**src/rtl/sdec_pkg.sv**
```systemverilog
package sdec_pkg;
  localparam int ADDR_W    = 32;
  localparam int DATA_W    = 32;
  localparam int LO_MSB    = 23;
  localparam int LO_LSB    = 17;
  localparam int LO_W      = LO_MSB - LO_LSB + 1;
  localparam int HI_W      = ADDR_W - 1 - LO_MSB;
  localparam int BANK_BIT  = 16;
  localparam int IDX_W     = BANK_BIT - 2;
  localparam int OFS_W     = BANK_BIT - 1;
  localparam int CTRL_W    = 9;
  localparam int STAT_W    = 16;
  localparam int NUM_STAT  = 3;
  localparam int STAT_WOFS = 8;               // byte offset 0x20 as word offset
  localparam logic [CTRL_W-1:0] CTRL_RST = 9'h08F;

  typedef enum logic [0:0] { RGN_MEM = 1'b0, RGN_REG = 1'b1 } region_e;

  function automatic logic region_hit(input logic [ADDR_W-1:0] a,
                                      input logic [LO_W-1:0]   lo,
                                      input logic [HI_W-1:0]   hi,
                                      input logic              hi_en);
    return (a[LO_MSB:LO_LSB] == lo) && (!hi_en || (a[ADDR_W-1:LO_MSB+1] == hi));
  endfunction

  function automatic logic [IDX_W-1:0] word_index(input logic [ADDR_W-1:0] a);
    return a[BANK_BIT-1:2];
  endfunction

  function automatic logic [OFS_W-1:0] reg_offset(input logic [ADDR_W-1:0] a);
    return a[BANK_BIT:2];
  endfunction
endpackage

```
**src/rtl/sdec_region_match.sv**
```systemverilog
module sdec_region_match
  import sdec_pkg::*;
(
  input  logic [ADDR_W-1:0] addr,
  input  logic [LO_W-1:0]   base_lo,
  input  logic [HI_W-1:0]   base_hi,
  input  logic              hi_en,
  output logic              hit
);
  assign hit = region_hit(addr, base_lo, base_hi, hi_en);
endmodule

```
**src/rtl/sdec_stat_mux.sv**
```systemverilog
module sdec_stat_mux
  import sdec_pkg::*;
(
  input  logic [OFS_W-1:0]                 ofs,
  input  logic [NUM_STAT-1:0][STAT_W-1:0]  words,
  output logic [NUM_STAT-1:0]              pick,
  output logic [STAT_W-1:0]                rd
);
  for (genvar g = 0; g < NUM_STAT; g++) begin : g_pick
    assign pick[g] = (ofs == OFS_W'(STAT_WOFS + g));
  end

  always_comb begin
    rd = '0;
    for (int i = 0; i < NUM_STAT; i++) begin
      if (pick[i]) rd = rd | words[i];
    end
  end
endmodule

```
**src/rtl/sdec_ctrl_reg.sv**
```systemverilog
module sdec_ctrl_reg
  import sdec_pkg::*;
(
  input  logic              clk,
  input  logic              rst_n,
  input  logic              wr_en,
  input  logic [CTRL_W-1:0] wr_data,
  output logic [CTRL_W-1:0] q
);
  always_ff @(posedge clk or negedge rst_n) begin
    if (!rst_n)     q <= CTRL_RST;
    else if (wr_en) q <= wr_data;
  end

  // an accepted control write lands on the next edge
  a_r5_ctrl_load: assert property (@(posedge clk) disable iff (!rst_n)
    wr_en |=> (q == $past(wr_data)));
  // without a control write the word holds
  a_r8_ctrl_hold: assert property (@(posedge clk) disable iff (!rst_n)
    !wr_en |=> $stable(q));
endmodule

```
**src/rtl/sdec_bus_decoder.sv**
```systemverilog
module sdec_bus_decoder
  import sdec_pkg::*;
(
  input  logic              clk,
  input  logic              rst_n,
  input  logic              bus_valid,
  input  logic              bus_write,
  input  logic [31:0]       bus_addr,
  input  logic [31:0]       bus_wdata,
  input  logic [6:0]        mem_base_lo,
  input  logic [7:0]        mem_base_hi,
  input  logic              mem_hi_en,
  input  logic [6:0]        reg_base_lo,
  input  logic [7:0]        reg_base_hi,
  input  logic              reg_hi_en,
  input  logic [15:0]       status_a,
  input  logic [15:0]       status_b,
  input  logic [15:0]       status_c,
  output logic              ack,
  output logic              mem_sel,
  output logic              reg_sel,
  output logic              mem_is_tx,
  output logic [13:0]       mem_index,
  output logic [31:0]       rdata,
  output logic [8:0]        ctrl_q
);
  // region comparators, one per window
  logic [1:0][LO_W-1:0] base_lo_arr;
  logic [1:0][HI_W-1:0] base_hi_arr;
  logic [1:0]           hi_en_arr;
  logic [1:0]           hit_arr;

  assign base_lo_arr[RGN_MEM] = mem_base_lo;
  assign base_lo_arr[RGN_REG] = reg_base_lo;
  assign base_hi_arr[RGN_MEM] = mem_base_hi;
  assign base_hi_arr[RGN_REG] = reg_base_hi;
  assign hi_en_arr[RGN_MEM]   = mem_hi_en;
  assign hi_en_arr[RGN_REG]   = reg_hi_en;

  for (genvar r = 0; r < 2; r++) begin : g_rgn
    sdec_region_match i_match (
      .addr    (bus_addr),
      .base_lo (base_lo_arr[r]),
      .base_hi (base_hi_arr[r]),
      .hi_en   (hi_en_arr[r]),
      .hit     (hit_arr[r])
    );
  end

  // named decode events
  logic             take_mem, take_reg, ctrl_wr_evt;
  logic [OFS_W-1:0] ofs;
  assign take_mem    = bus_valid && hit_arr[RGN_MEM];
  assign take_reg    = bus_valid && hit_arr[RGN_REG] && !hit_arr[RGN_MEM];
  assign ofs         = reg_offset(bus_addr);
  assign ctrl_wr_evt = take_reg && bus_write && (ofs == '0);

  // status read path
  logic [NUM_STAT-1:0][STAT_W-1:0] stat_words;
  logic [NUM_STAT-1:0]             stat_pick;
  logic [STAT_W-1:0]               stat_rd;
  assign stat_words[0] = status_a;
  assign stat_words[1] = status_b;
  assign stat_words[2] = status_c;

  sdec_stat_mux i_stat (
    .ofs   (ofs),
    .words (stat_words),
    .pick  (stat_pick),
    .rd    (stat_rd)
  );

  logic [DATA_W-1:0] rd_next;
  assign rd_next = (take_reg && !bus_write) ? {{(DATA_W-STAT_W){1'b0}}, stat_rd} : '0;

  sdec_ctrl_reg i_ctrl (
    .clk     (clk),
    .rst_n   (rst_n),
    .wr_en   (ctrl_wr_evt),
    .wr_data (bus_wdata[CTRL_W-1:0]),
    .q       (ctrl_q)
  );

  // result stage
  always_ff @(posedge clk or negedge rst_n) begin
    if (!rst_n) begin
      ack       <= 1'b0;
      mem_sel   <= 1'b0;
      reg_sel   <= 1'b0;
      mem_is_tx <= 1'b0;
      mem_index <= '0;
      rdata     <= '0;
    end else begin
      ack     <= take_mem || take_reg;
      mem_sel <= take_mem;
      reg_sel <= take_reg;
      rdata   <= rd_next;
      if (take_mem) begin
        mem_is_tx <= bus_addr[BANK_BIT];
        mem_index <= word_index(bus_addr);
      end
    end
  end

  logic unused_bits;
  assign unused_bits = ^{bus_wdata[DATA_W-1:CTRL_W], bus_addr[1:0]};

  // a request never reaches both windows
  a_r10_sel_exclusive: assert property (@(posedge clk) disable iff (!rst_n)
    !(mem_sel && reg_sel));
  // no request, no acknowledge next cycle
  a_r2_no_req_no_ack: assert property (@(posedge clk) disable iff (!rst_n)
    !bus_valid |=> !ack);
  // bank bit follows address bit 16 of the accepted request
  a_r3_bank: assert property (@(posedge clk) disable iff (!rst_n)
    take_mem |=> (mem_sel && mem_is_tx == $past(bus_addr[BANK_BIT])));
  // word index follows address bits 15-2
  a_r4_index: assert property (@(posedge clk) disable iff (!rst_n)
    take_mem |=> (mem_index == $past(bus_addr[BANK_BIT-1:2])));
  // upper half of read data is always zero
  a_r7_upper_zero: assert property (@(posedge clk) disable iff (!rst_n)
    ack |-> (rdata[DATA_W-1:STAT_W] == '0));
  // at most one status word is picked
  a_r7_stat_onehot: assert property (@(posedge clk) disable iff (!rst_n)
    $onehot0(stat_pick));
endmodule

```
**config.mk**
```make
export PLATFORM = sky130hd
export DESIGN_NAME = sdec_bus_decoder
export DESIGN_NICKNAME = d
export VERILOG_FILES = /design/src/rtl/sdec_pkg.sv /design/src/rtl/sdec_region_match.sv /design/src/rtl/sdec_stat_mux.sv /design/src/rtl/sdec_ctrl_reg.sv /design/src/rtl/sdec_bus_decoder.sv
export SDC_FILE = /design/constraint.sdc
export NUM_CORES = 1
export LEC_CHECK = 0
export ABC_AREA = 1
export CAP_MARGIN = 20
export CORE_ASPECT_RATIO = 1.2
export CORE_MARGIN = 5
export CORE_UTILIZATION = 34
export CTS_CLUSTER_DIAMETER = 40
export DETAILED_ROUTE_END_ITERATION = 6
export HOLD_SLACK_MARGIN = 0.06
export PLACE_DENSITY = 0.81
export REMOVE_ABC_BUFFERS = 1
export SYNTH_ARGS = -nofsm -noshare
export SYNTH_HDL_FRONTEND = slang
export SYNTH_SLANG_ARGS = --single-unit
export TNS_END_PERCENT = 100
```
**constraint.sdc**
```tcl
create_clock -name clk -period 0.8 [get_ports clk]
set_input_delay 0.16 -clock clk [delete_from_list [all_inputs] [get_ports clk]]
set_output_delay 0.16 -clock clk [all_outputs]
set_load 0.02 [all_outputs]
```
==> results of run 1 <==
power breakdown:
group	switching [W]	internal (W)
sequential	0.0000477	0.00224
clock	0.000735	0.00101
combinational	0.000682	0.000851
total	0.00146	0.00410
worst max-delay path, delay by kind of cell:
kind / cells / cell delay [ns]
AND/OR/NAND/NOR: 6 / 0.77
buffers and inverters: 3 / 0.36
XOR/XNOR: 1 / 0.14
synthesized netlist by cell type:
cell type and count:
nor3_2 1, buf_2 5, or2_2 1, buf_6 6, nand3_4 2, nand3_2 1
o21ai_0 16, nor2_1 31, dfrtp_1 38, nand2_1 108, xnor2_1 10, nor2_8 1
inv_2 4, and3_1 16, nor3_4 1, dfstp_2 5, nor2_2 2, nand3_1 51
nor2_4 2, clkbuf_1 2, nand4_1 11, nor3_1 1, buf_4 18, a21oi_4 1
xor2_1 4, conb_1 1, inv_1 29
kinds of logic after synthesis:
family / after synthesis / share of synthesized area
simple gates: 229 / 0.394
buf+inv: 64 / 0.131
flops: 43 / 0.394
compound gates: 17 / 0.0351
xor+xnor: 14 / 0.0446
other cells: 1 / 0.00136
flip-flops by register name (all words and copies together) (netlist names):
register,cells
mem_is_tx,1
mem_index,14
reg_sel,1
mem_sel,1
rdata,16
ack,1
i_ctrl.q,9
per-stage QoR:
| step | setup TNS, ns | setup slack, ns | utilization | instances |
|---|---|---|---|---|
| 3_3_place_gp | -59.06 | -1.15 | 0.571 | 634 |
| 3_5_place_dp | -61.07 | -1.20 | 0.571 | 634 |
| 2_1_floorplan | -30.24 | -0.751 | - | 352 |
| 4_1_cts | -23.59 | -0.441 | 0.688 | 684 |
| 6_report | -22.88 | -0.394 | 0.693 | 688 |
| 5_1_grt | -27.49 | -0.470 | 0.693 | 688 |
layout by cell type (no fill, tap or decap), types with 3 or more instances in the layout:
cell type / n
and3_1: 6
and3_4: 10
buf_12: 4
buf_16: 5
buf_2: 30
buf_4: 29
buf_6: 88
buf_8: 4
clkbuf_2: 5
clkbuf_8: 6
clkdlybuf4s50_1: 59
conb_1: 16
dfrtp_1: 38
dfstp_2: 5
inv_1: 17
inv_2: 16
nand2_1: 89
nand2_2: 17
nand3_1: 26
nand3_2: 26
nand3_4: 4
nand4_1: 11
nor2_1: 14
nor2_2: 14
nor2_4: 8
o21ai_0: 3
o21ai_2: 12
xnor2_1: 4
xnor2_2: 6
xor2_1: 4
path summary, 6_finish.rpt:
path,startpoint,to,slack [ns],depth (start not counted)
max in group asynchronous,rst_n,i_ctrl.q[0],0.16,3
worst max-delay path,bus_addr[22],mem_index[5],-0.39,10
worst min register to register,i_ctrl.q[1],i_ctrl.q[1],0.49,2
worst min-delay path,bus_addr[9],mem_index[7],0.07,3
min in group asynchronous,rst_n,mem_index[13],0.36,3
worst max register to register,i_ctrl.q[7],i_ctrl.q[7],-0.07,4
timing repair:
item / 4_1_cts / 5_1_grt
cloned: 14 / 0
hold buffers: 1 / 1
hold endpoints to repair: 38 / 1
endpoints found under the setup margin: 86 / 86
pin swaps: 104 / 66
gates resized for setup: 605 / 80
buffers inserted: 27 / 12
metal layers:
metal | track usage | up-vias
li1 | - | 1600
met1 | 0.205 | 1608
met2 | 0.439 | 166
met3 | 0.0745 | 28
met4 | 0.0945 | 0
met5 | 0 | -
layout make-up:
type	instances	area, sq um
fill	621	2460
tap	95	119
clock inverter	2	35.0
multi-input combinational	279	1810
timing repair buffer	229	2300
antenna	1	2.50
clock buffer	6	82.6
sequential	43	1080
inverter	33	124
==> flow_metrics.py, run 1 <==
metrics = {
    "clock_network": {
        "path_clk_slew_ns": 0.08,
        "clock-sinks": 43,
        "cts_root_buf": "clkbuf_8",
        "cts_made_buffers": 5,
        "htreeDepth": 2,
        "clk_latency_ns": 0.28,
        "cts_tree": "yes",
        "clock_path_buffers": 2,
    },
    "drt": {
        "met1Wirelength_mm": 3.95,
        "drt-initial-drc-count": 119,
        "vias": 3402,
        "met3WireLength_mm": 1.09,
        "topRoutingLayerUsed": "met4",
        "totalWireLength_mm": 11.4,
        "drc": 0,
        "wl_met2_mm": 6.06,
        "detail-route-antenna-nets": 0,
        "firstDrtPassIters": 4,
        "viasPerCell": 4.94,
        "post_drt_wl_per_cell_microns": 16.6,
    },
    "global_route": {
        "grt_util_all_layers": 0.222,
        "grt_pass1_vias": 3605,
        "grt_pass1_wl_mm": 17.3,
        "grt_start_max_net_pins": 44,
        "antenna_found_initial": 1,
        "overflow": 0,
    },
    "logic_synthesis": {
        "synth_seq_cells": 43,
        "yosysSeqAreaShare": 0.394,
        "synth_area_leaders": "dfrtp_1, nand2_1, nand3_1",
        "yosys_warnings": 0,
        "synth_largest_area_cell": "dfrtp_1",
        "synth.top_cell.area_share": 0.346,
        "synth_area_per_cell_sq_um": 7.47,
        "synthCells": 368,
        "syn_area_sq_um": 2750,
        "ys_types": 27,
    },
    "sta": {
        "finalClockSkew_ns": 0,
        "setup_ws_ns": -0.394,
        "drv_slew": 0,
        "setup_violations": 86,
        "hold_viol": 0,
        "fin_crit_ns": 1.19,
        "fin_crit_sh": 1.49,
        "hold-worst-slack_ns": 0.0747,
        "grt_setup_unrepaired": "yes",
        "fmax_ghz": 0.838,
    },
    "floorplanning": {
        "row_count": 36,
        "num_io_pins": 207,
        "die_w_microns": 92.1,
        "core_sq_um": 8020,
        "start_util": 0.343,
        "dieArea_sq_um": 9990,
        "die_h_microns": 108,
    },
    "critical_path": {
        "path_class": "in -> reg",
        "worst-path-max-fanout": 8,
        "cp-end-kind": "register",
        "max_stage_delay_ns": 0.21,
        "crit_slowest_cell": "nor2_4",
        "required_ns": 1.03,
        "cp_data_arrival_time_ns": 1.43,
        "crit_chain": "buf_6, buf_6, xnor2_2, nand3_1, nor2_2, nand2_4, buf_12, nor2_4, nand2_1, nand2_1",
        "startpoint_type": "primary input",
    },
    "layout": {
        "syn_to_final_growth_pct": 102,
        "fin_area_sq_um": 5560,
        "final_nets": 739,
        "drive_gt1_frac": 0.505,
    },
    "min_path": {
        "hold_class": "in -> reg",
    },
    "place": {
        "hpwl_mm": 7.27,
        "portBuffers": 165,
        "gp_congestion": 0.817,
        "dpl_cell_area_sq_um": 4570,
    },
    "run_status": {
        "status": "finished with violations",
        "violations": "negative setup slack",
    },
    "power_and_ir_drop": {
        "ir_drop_uv": 651,
        "power.total_w": 0.00556,
        "p_leak_nw": 2.66,
        "power.density_nw_per_um2": 1000,
    },
    "flow_run": {
        "drv_cap": 0,
    },
}
No activity file was read; power rests on OpenSTA's default activity.
==> run 2: changes to the inputs <==
clock period = 1.1 ns   (was 0.8 ns; I/O delays follow)
==> run 2 against run 1 <==
The flow still finishes with violations (negative setup slack). Via count decreased by 1.4%. Highest routed layer unchanged. Worst setup slack improved by 0.21 ns. Wire length decreased by 4.2%. Critical path depth unchanged. Global-route usage decreased by 0.80 points.
==> flow_metrics.py, run 2 (synthesis results as in run 1) <==
metrics = {
    "critical_path": {
        "cpLargestDelayFamily": "simple AND/OR/NAND/NOR gates",
        "startpoint_type": "primary input",
        "crit_chain": "buf_6, buf_6, xnor2_2, nand3_1, nor2_2, nand2_4, buf_12, nor2_4, nand2_1, nand2_1",
        "required_ns": 1.33,
        "cp_data_arrival_time_ns": 1.51,
        "path_class": "in -> reg",
        "cp-end-kind": "register",
        "crit_slowest_cell": "nor2_4",
        "regToRegSetupSlack_ns": 0.21,
        "worst-path-max-fanout": 8,
        "path_buf_inv": 3,
        "max_stage_delay_ns": 0.23,
    },
    "global_route": {
        "overflow": 0,
        "grt_pass1_vias": 3532,
        "grt_start_max_net_pins": 44,
        "grt_pass1_wl_mm": 17.0,
        "grt_util_all_layers": 0.214,
        "antenna_found_initial": 0,
    },
    "layout": {
        "drive_gt1_frac": 0.483,
        "final_cell_mix": "nand2_1, buf_2, clkdlybuf4s50_1",
        "largest_registers": "rdata: 16 flops, mem_index: 14 flops, i_ctrl.q: 9 flops",
        "diodes": 0,
        "final_common_cell": "nand2_1",
        "final_nets": 729,
        "syn_to_final_growth_pct": 93.9,
        "regArea_sq_um": 1080,
        "multi_input_area_sq_um": 1800,
        "fin_area_sq_um": 5330,
        "fillers": 668,
        "regMostFlops": "rdata",
        "largest_reg_flops": 16,
        "fin_util": 0.664,
    },
    "sta": {
        "grt_setup_unrepaired": "yes",
        "fin_crit_sh": 1.17,
        "finalClockSkew_ns": 0,
        "setup_violations": 48,
        "fin_crit_ns": 1.28,
        "setup_ws_ns": -0.183,
        "hold_viol": 0,
        "drv_slew": 0,
        "fmax_ghz": 0.780,
        "tns_ns": -5.09,
    },
    "floorplanning": {
        "die_w_microns": 92.1,
        "num_io_pins": 207,
        "dieArea_sq_um": 9990,
        "die_h_microns": 108,
        "start_util": 0.343,
        "row_count": 36,
        "core_sq_um": 8020,
    },
    "power_and_ir_drop": {
        "ir_drop_uv": 482,
        "p_leak_nw": 2.61,
        "power.density_nw_per_um2": 744,
        "power.total_w": 0.00396,
    },
    "drt": {
        "drt-initial-drc-count": 91,
        "totalWireLength_mm": 10.9,
        "drc": 0,
        "viasPerCell": 4.95,
        "detail-route-antenna-nets": 0,
        "firstDrtPassIters": 4,
        "vias": 3353,
        "post_drt_wl_per_cell_microns": 16.1,
    },
    "flow_run": {
        "drv_cap": 0,
    },
    "place": {
        "gp_congestion": 0.817,
        "dpl_cell_area_sq_um": 4570,
        "portBuffers": 165,
        "post-place-ws_ns": -0.967,
        "hpwl_mm": 7.28,
    },
    "run_status": {
        "status": "finished with violations",
        "violations": "negative setup slack",
    },
    "clock_network": {
        "path_clk_slew_ns": 0.08,
        "clock_path_buffers": 2,
        "clock-sinks": 43,
        "cts_made_buffers": 5,
        "cts_root_buf": "clkbuf_8",
        "htreeDepth": 2,
        "cts_tree": "yes",
        "clk_latency_ns": 0.28,
    },
    "min_path": {
        "hold_class": "in -> reg",
    },
}
## run 2: metal layers
metal  share of wire  track usage
met5               0            0
met2            0.53        0.413
met3            0.10       0.0689
met1            0.33        0.210
met4           0.029       0.0870
## run 2: final timing paths
kind	startpoint	endpoint	cells after the start
setup / recovery	bus_addr[21]	mem_index[7]	10
hold / removal	bus_addr[6]	mem_index[4]	3
setup reg to reg	i_ctrl.q[7]	i_ctrl.q[7]	4
hold reg to reg	i_ctrl.q[0]	i_ctrl.q[0]	2
max in group asynchronous	rst_n	i_ctrl.q[3]	3
min in group asynchronous	rst_n	mem_index[13]	3
## run 2: final cells by class
type / count / area share
multi-input cells: 279 / 0.338
inverters: 33 / 0.0233
clock inverters: 2 / 0.00658
repair buffers: 219 / 0.391
flip-flops and latches: 43 / 0.203
clock buffers: 6 / 0.0155
well taps: 95 / 0.0223
## run 2: worst reg2reg max path, stage by stage, from the launching register on
cell,delay [ns]
dfstp_2,0.54
buf_4,0.10
buf_4,0.09
nand2_1,0.04
nand2_1,0.06
## run 2: power by group
part,switching (W),internal [W]
logic,0.000478,0.000574
registers,0.0000305,0.00163
clock network,0.000520,0.000735
## run 2: repair_timing
item,4_1_cts,5_1_grt
buffers inserted,17,9
hold endpoints to repair,38,0
resized for setup,513,79
pin swaps,120,85
endpoints found under the setup margin,86,59
gates cloned,14,0
hold buffers,1,0
## run 2: metrics by stage
stage / hold slack (ns) / instances
after global placement: 0.210 / 634
after global routing: 0.136 / 677
after CTS: 0.111 / 674
after detailed placement: 0.215 / 634
final: 0.136 / 677
after floorplan: -0.0756 / 352
==> run 3: changes to the inputs <==
CORE_UTILIZATION = 35   (was 34)
CTS_BUF_LIST = sky130_fd_sc_hd__clkbuf_4   (was not set)
PLACE_DENSITY = 0.83   (was 0.81)
==> run 3 against run 2 <==
The run still ends with negative setup slack left. Maximum frequency grew 0.77%. Sequential share of layout area shrank 1.1 points. Worst hold slack lost 0.074 ns. Wire length grew 7.4%. Worst setup slack gained 0.0099 ns. First-iteration DRC count shrank 19%. Critical path type is now reg -> out. Largest power group unchanged. Highest routed layer unchanged.
==> flow_metrics.py, run 3 (synthesis results as in run 1) <==
metrics = {
    "run_status": {
        "status": "finished with violations",
        "violations": "negative setup slack",
    },
    "global_route": {
        "grt_util_all_layers": 0.225,
        "grt_pass1_vias": 3558,
        "grt_start_max_net_pins": 44,
        "grt_pass1_wl_mm": 17.7,
        "antenna_found_initial": 0,
        "overflow": 0,
    },
    "sta": {
        "grt_setup_unrepaired": "yes",
        "hold_viol": 0,
        "setup_violations": 72,
        "fin_crit_sh": 1.16,
        "drv_slew": 0,
        "fmax_ghz": 0.786,
        "setup_ws_ns": -0.173,
        "finalClockSkew_ns": 0,
        "fin_crit_ns": 1.27,
    },
    "layout": {
        "final_nets": 730,
        "largest_reg_flops": 16,
        "final_cell_mix": "nand2_1, buf_6, clkdlybuf4s50_1",
        "drive_gt1_frac": 0.520,
        "diodes": 0,
        "largest_registers": "rdata: 16 flops, mem_index: 14 flops, i_ctrl.q: 9 flops",
        "syn_to_final_growth_pct": 105,
        "regMostFlops": "rdata",
        "final_common_cell": "nand2_1",
        "fillers": 546,
        "instances_no_fill": 675,
    },
    "power_and_ir_drop": {
        "power.total_w": 0.00363,
        "p_leak_nw": 2.62,
        "p_sw_w": 0.00106,
        "switching_share": 0.293,
        "p_comb_frac": 0.317,
        "ir_drop_uv": 397,
        "seqPwrFrac": 0.458,
        "power_frac_clock": 0.225,
        "p_int_w": 0.00256,
        "power.density_nw_per_um2": 643,
    },
    "floorplanning": {
        "die_w_microns": 90.9,
        "num_io_pins": 207,
        "start_util": 0.359,
        "core_sq_um": 7660,
        "row_count": 35,
        "die_h_microns": 107,
        "dieArea_sq_um": 9730,
    },
    "drt": {
        "firstDrtPassIters": 4,
        "post_drt_wl_per_cell_microns": 17.4,
        "drc": 0,
        "vias": 3336,
        "viasPerCell": 4.94,
        "detail-route-antenna-nets": 0,
        "totalWireLength_mm": 11.7,
        "drt-initial-drc-count": 74,
    },
    "place": {
        "portBuffers": 165,
        "hpwl_mm": 7.26,
        "gp_congestion": 0.817,
        "dp.cells": 632,
    },
    "critical_path": {
        "worst-path-max-fanout": 2,
        "required_ns": 0.88,
        "cpLargestDelayFamily": "flip-flops",
        "max_stage_delay_ns": 0.57,
        "cp_data_arrival_time_ns": 1.05,
        "crit_chain": "buf_6",
        "path_class": "reg -> out",
        "path_buf_inv": 1,
        "critPathLaunch": "i_ctrl.q[2]",
        "crit_slowest_cell": "dfstp_2",
        "cp-end-kind": "primary output",
        "reg2reg_from": "mem_index[8]",
        "startpoint_type": "register",
    },
    "clock_network": {
        "cts_tree": "yes",
        "htreeDepth": 2,
        "cts_root_buf": "clkbuf_4",
        "clock_path_buffers": 2,
        "clock-sinks": 43,
        "path_clk_slew_ns": 0.13,
        "cts_made_buffers": 5,
        "clk_latency_ns": 0.36,
    },
    "flow_run": {
        "drv_cap": 0,
    },
    "min_path": {
        "hp-start": "bus_addr[7]",
        "hold_class": "in -> reg",
    },
}
-- run 3: stage by stage --
step / utilization / setup WS [ns] / instance area, sq um / hold WS, ns / TNS [ns]
6_report: 0.736 / -0.173 / 5640 / 0.0619 / -3.64
5_1_grt: 0.736 / -0.219 / 5640 / 0.0632 / -8.17
4_1_cts: 0.688 / -0.182 / 5270 / 0.0604 / -3.53
3_5_place_dp: 0.600 / -0.860 / 4600 / 0.217 / -38.14
3_3_place_gp: 0.600 / -0.784 / 4600 / 0.211 / -35.53
2_1_floorplan: - / -0.511 / 2570 / -0.0756 / -19.92
-- run 3: timing repair --
| action | CTS | global route |
|---|---|---|
| endpoints found under the hold margin | 44 | 0 |
| setup endpoints to repair | 86 | 86 |
| buffers inserted | 18 | 5 |
| pin swaps | 128 | 93 |
| hold buffers | 2 | 0 |
| resized for setup | 570 | 130 |
| cloned | 10 | 1 |
-- run 3: final cells by class --
type,count,area (sq um),share of cell area
clock buffer,7,52.6,0.00932
clock inverter,1,5.00,0.000887
inverter,33,136,0.0242
multi-input combinational,279,1900,0.337
sequential,43,1080,0.192
tap,92,115,0.0204
timing repair buffer,220,2350,0.416
-- run 3: metal layers --
| layer | routed length [microns] | vias up | track usage |
|---|---|---|---|
| met4 | 382 | 0 | 0.0755 |
| met2 | 6370 | 172 | 0.426 |
| met1 | 3990 | 1543 | 0.241 |
| li1 | - | 1587 | - |
| met3 | 976 | 34 | 0.0589 |
| met5 | 0 | - | 0 |
-- run 3: final timing paths --
path                           endpoint  slack [ns]  cells after the start
min reg2reg                 i_ctrl.q[1]        0.48                      2
max                           ctrl_q[2]       -0.17                      1
max in group asynchronous   i_ctrl.q[3]        0.47                      3
min                        mem_index[5]        0.06                      3
min in group asynchronous  mem_index[9]        0.36                      3
max reg2reg                mem_index[8]        0.19                      4
-- run 3: power groups by stage --
stage	clock network [W]	logic, W	registers (W)
global placement	0	0.000950	0.00168
global route	0.000898	0.00123	0.00167
floorplan	0	0.000234	0.00173
CTS	0.000845	0.00103	0.00166
detailed placement	0	0.000971	0.00168
finish	0.000818	0.00115	0.00166
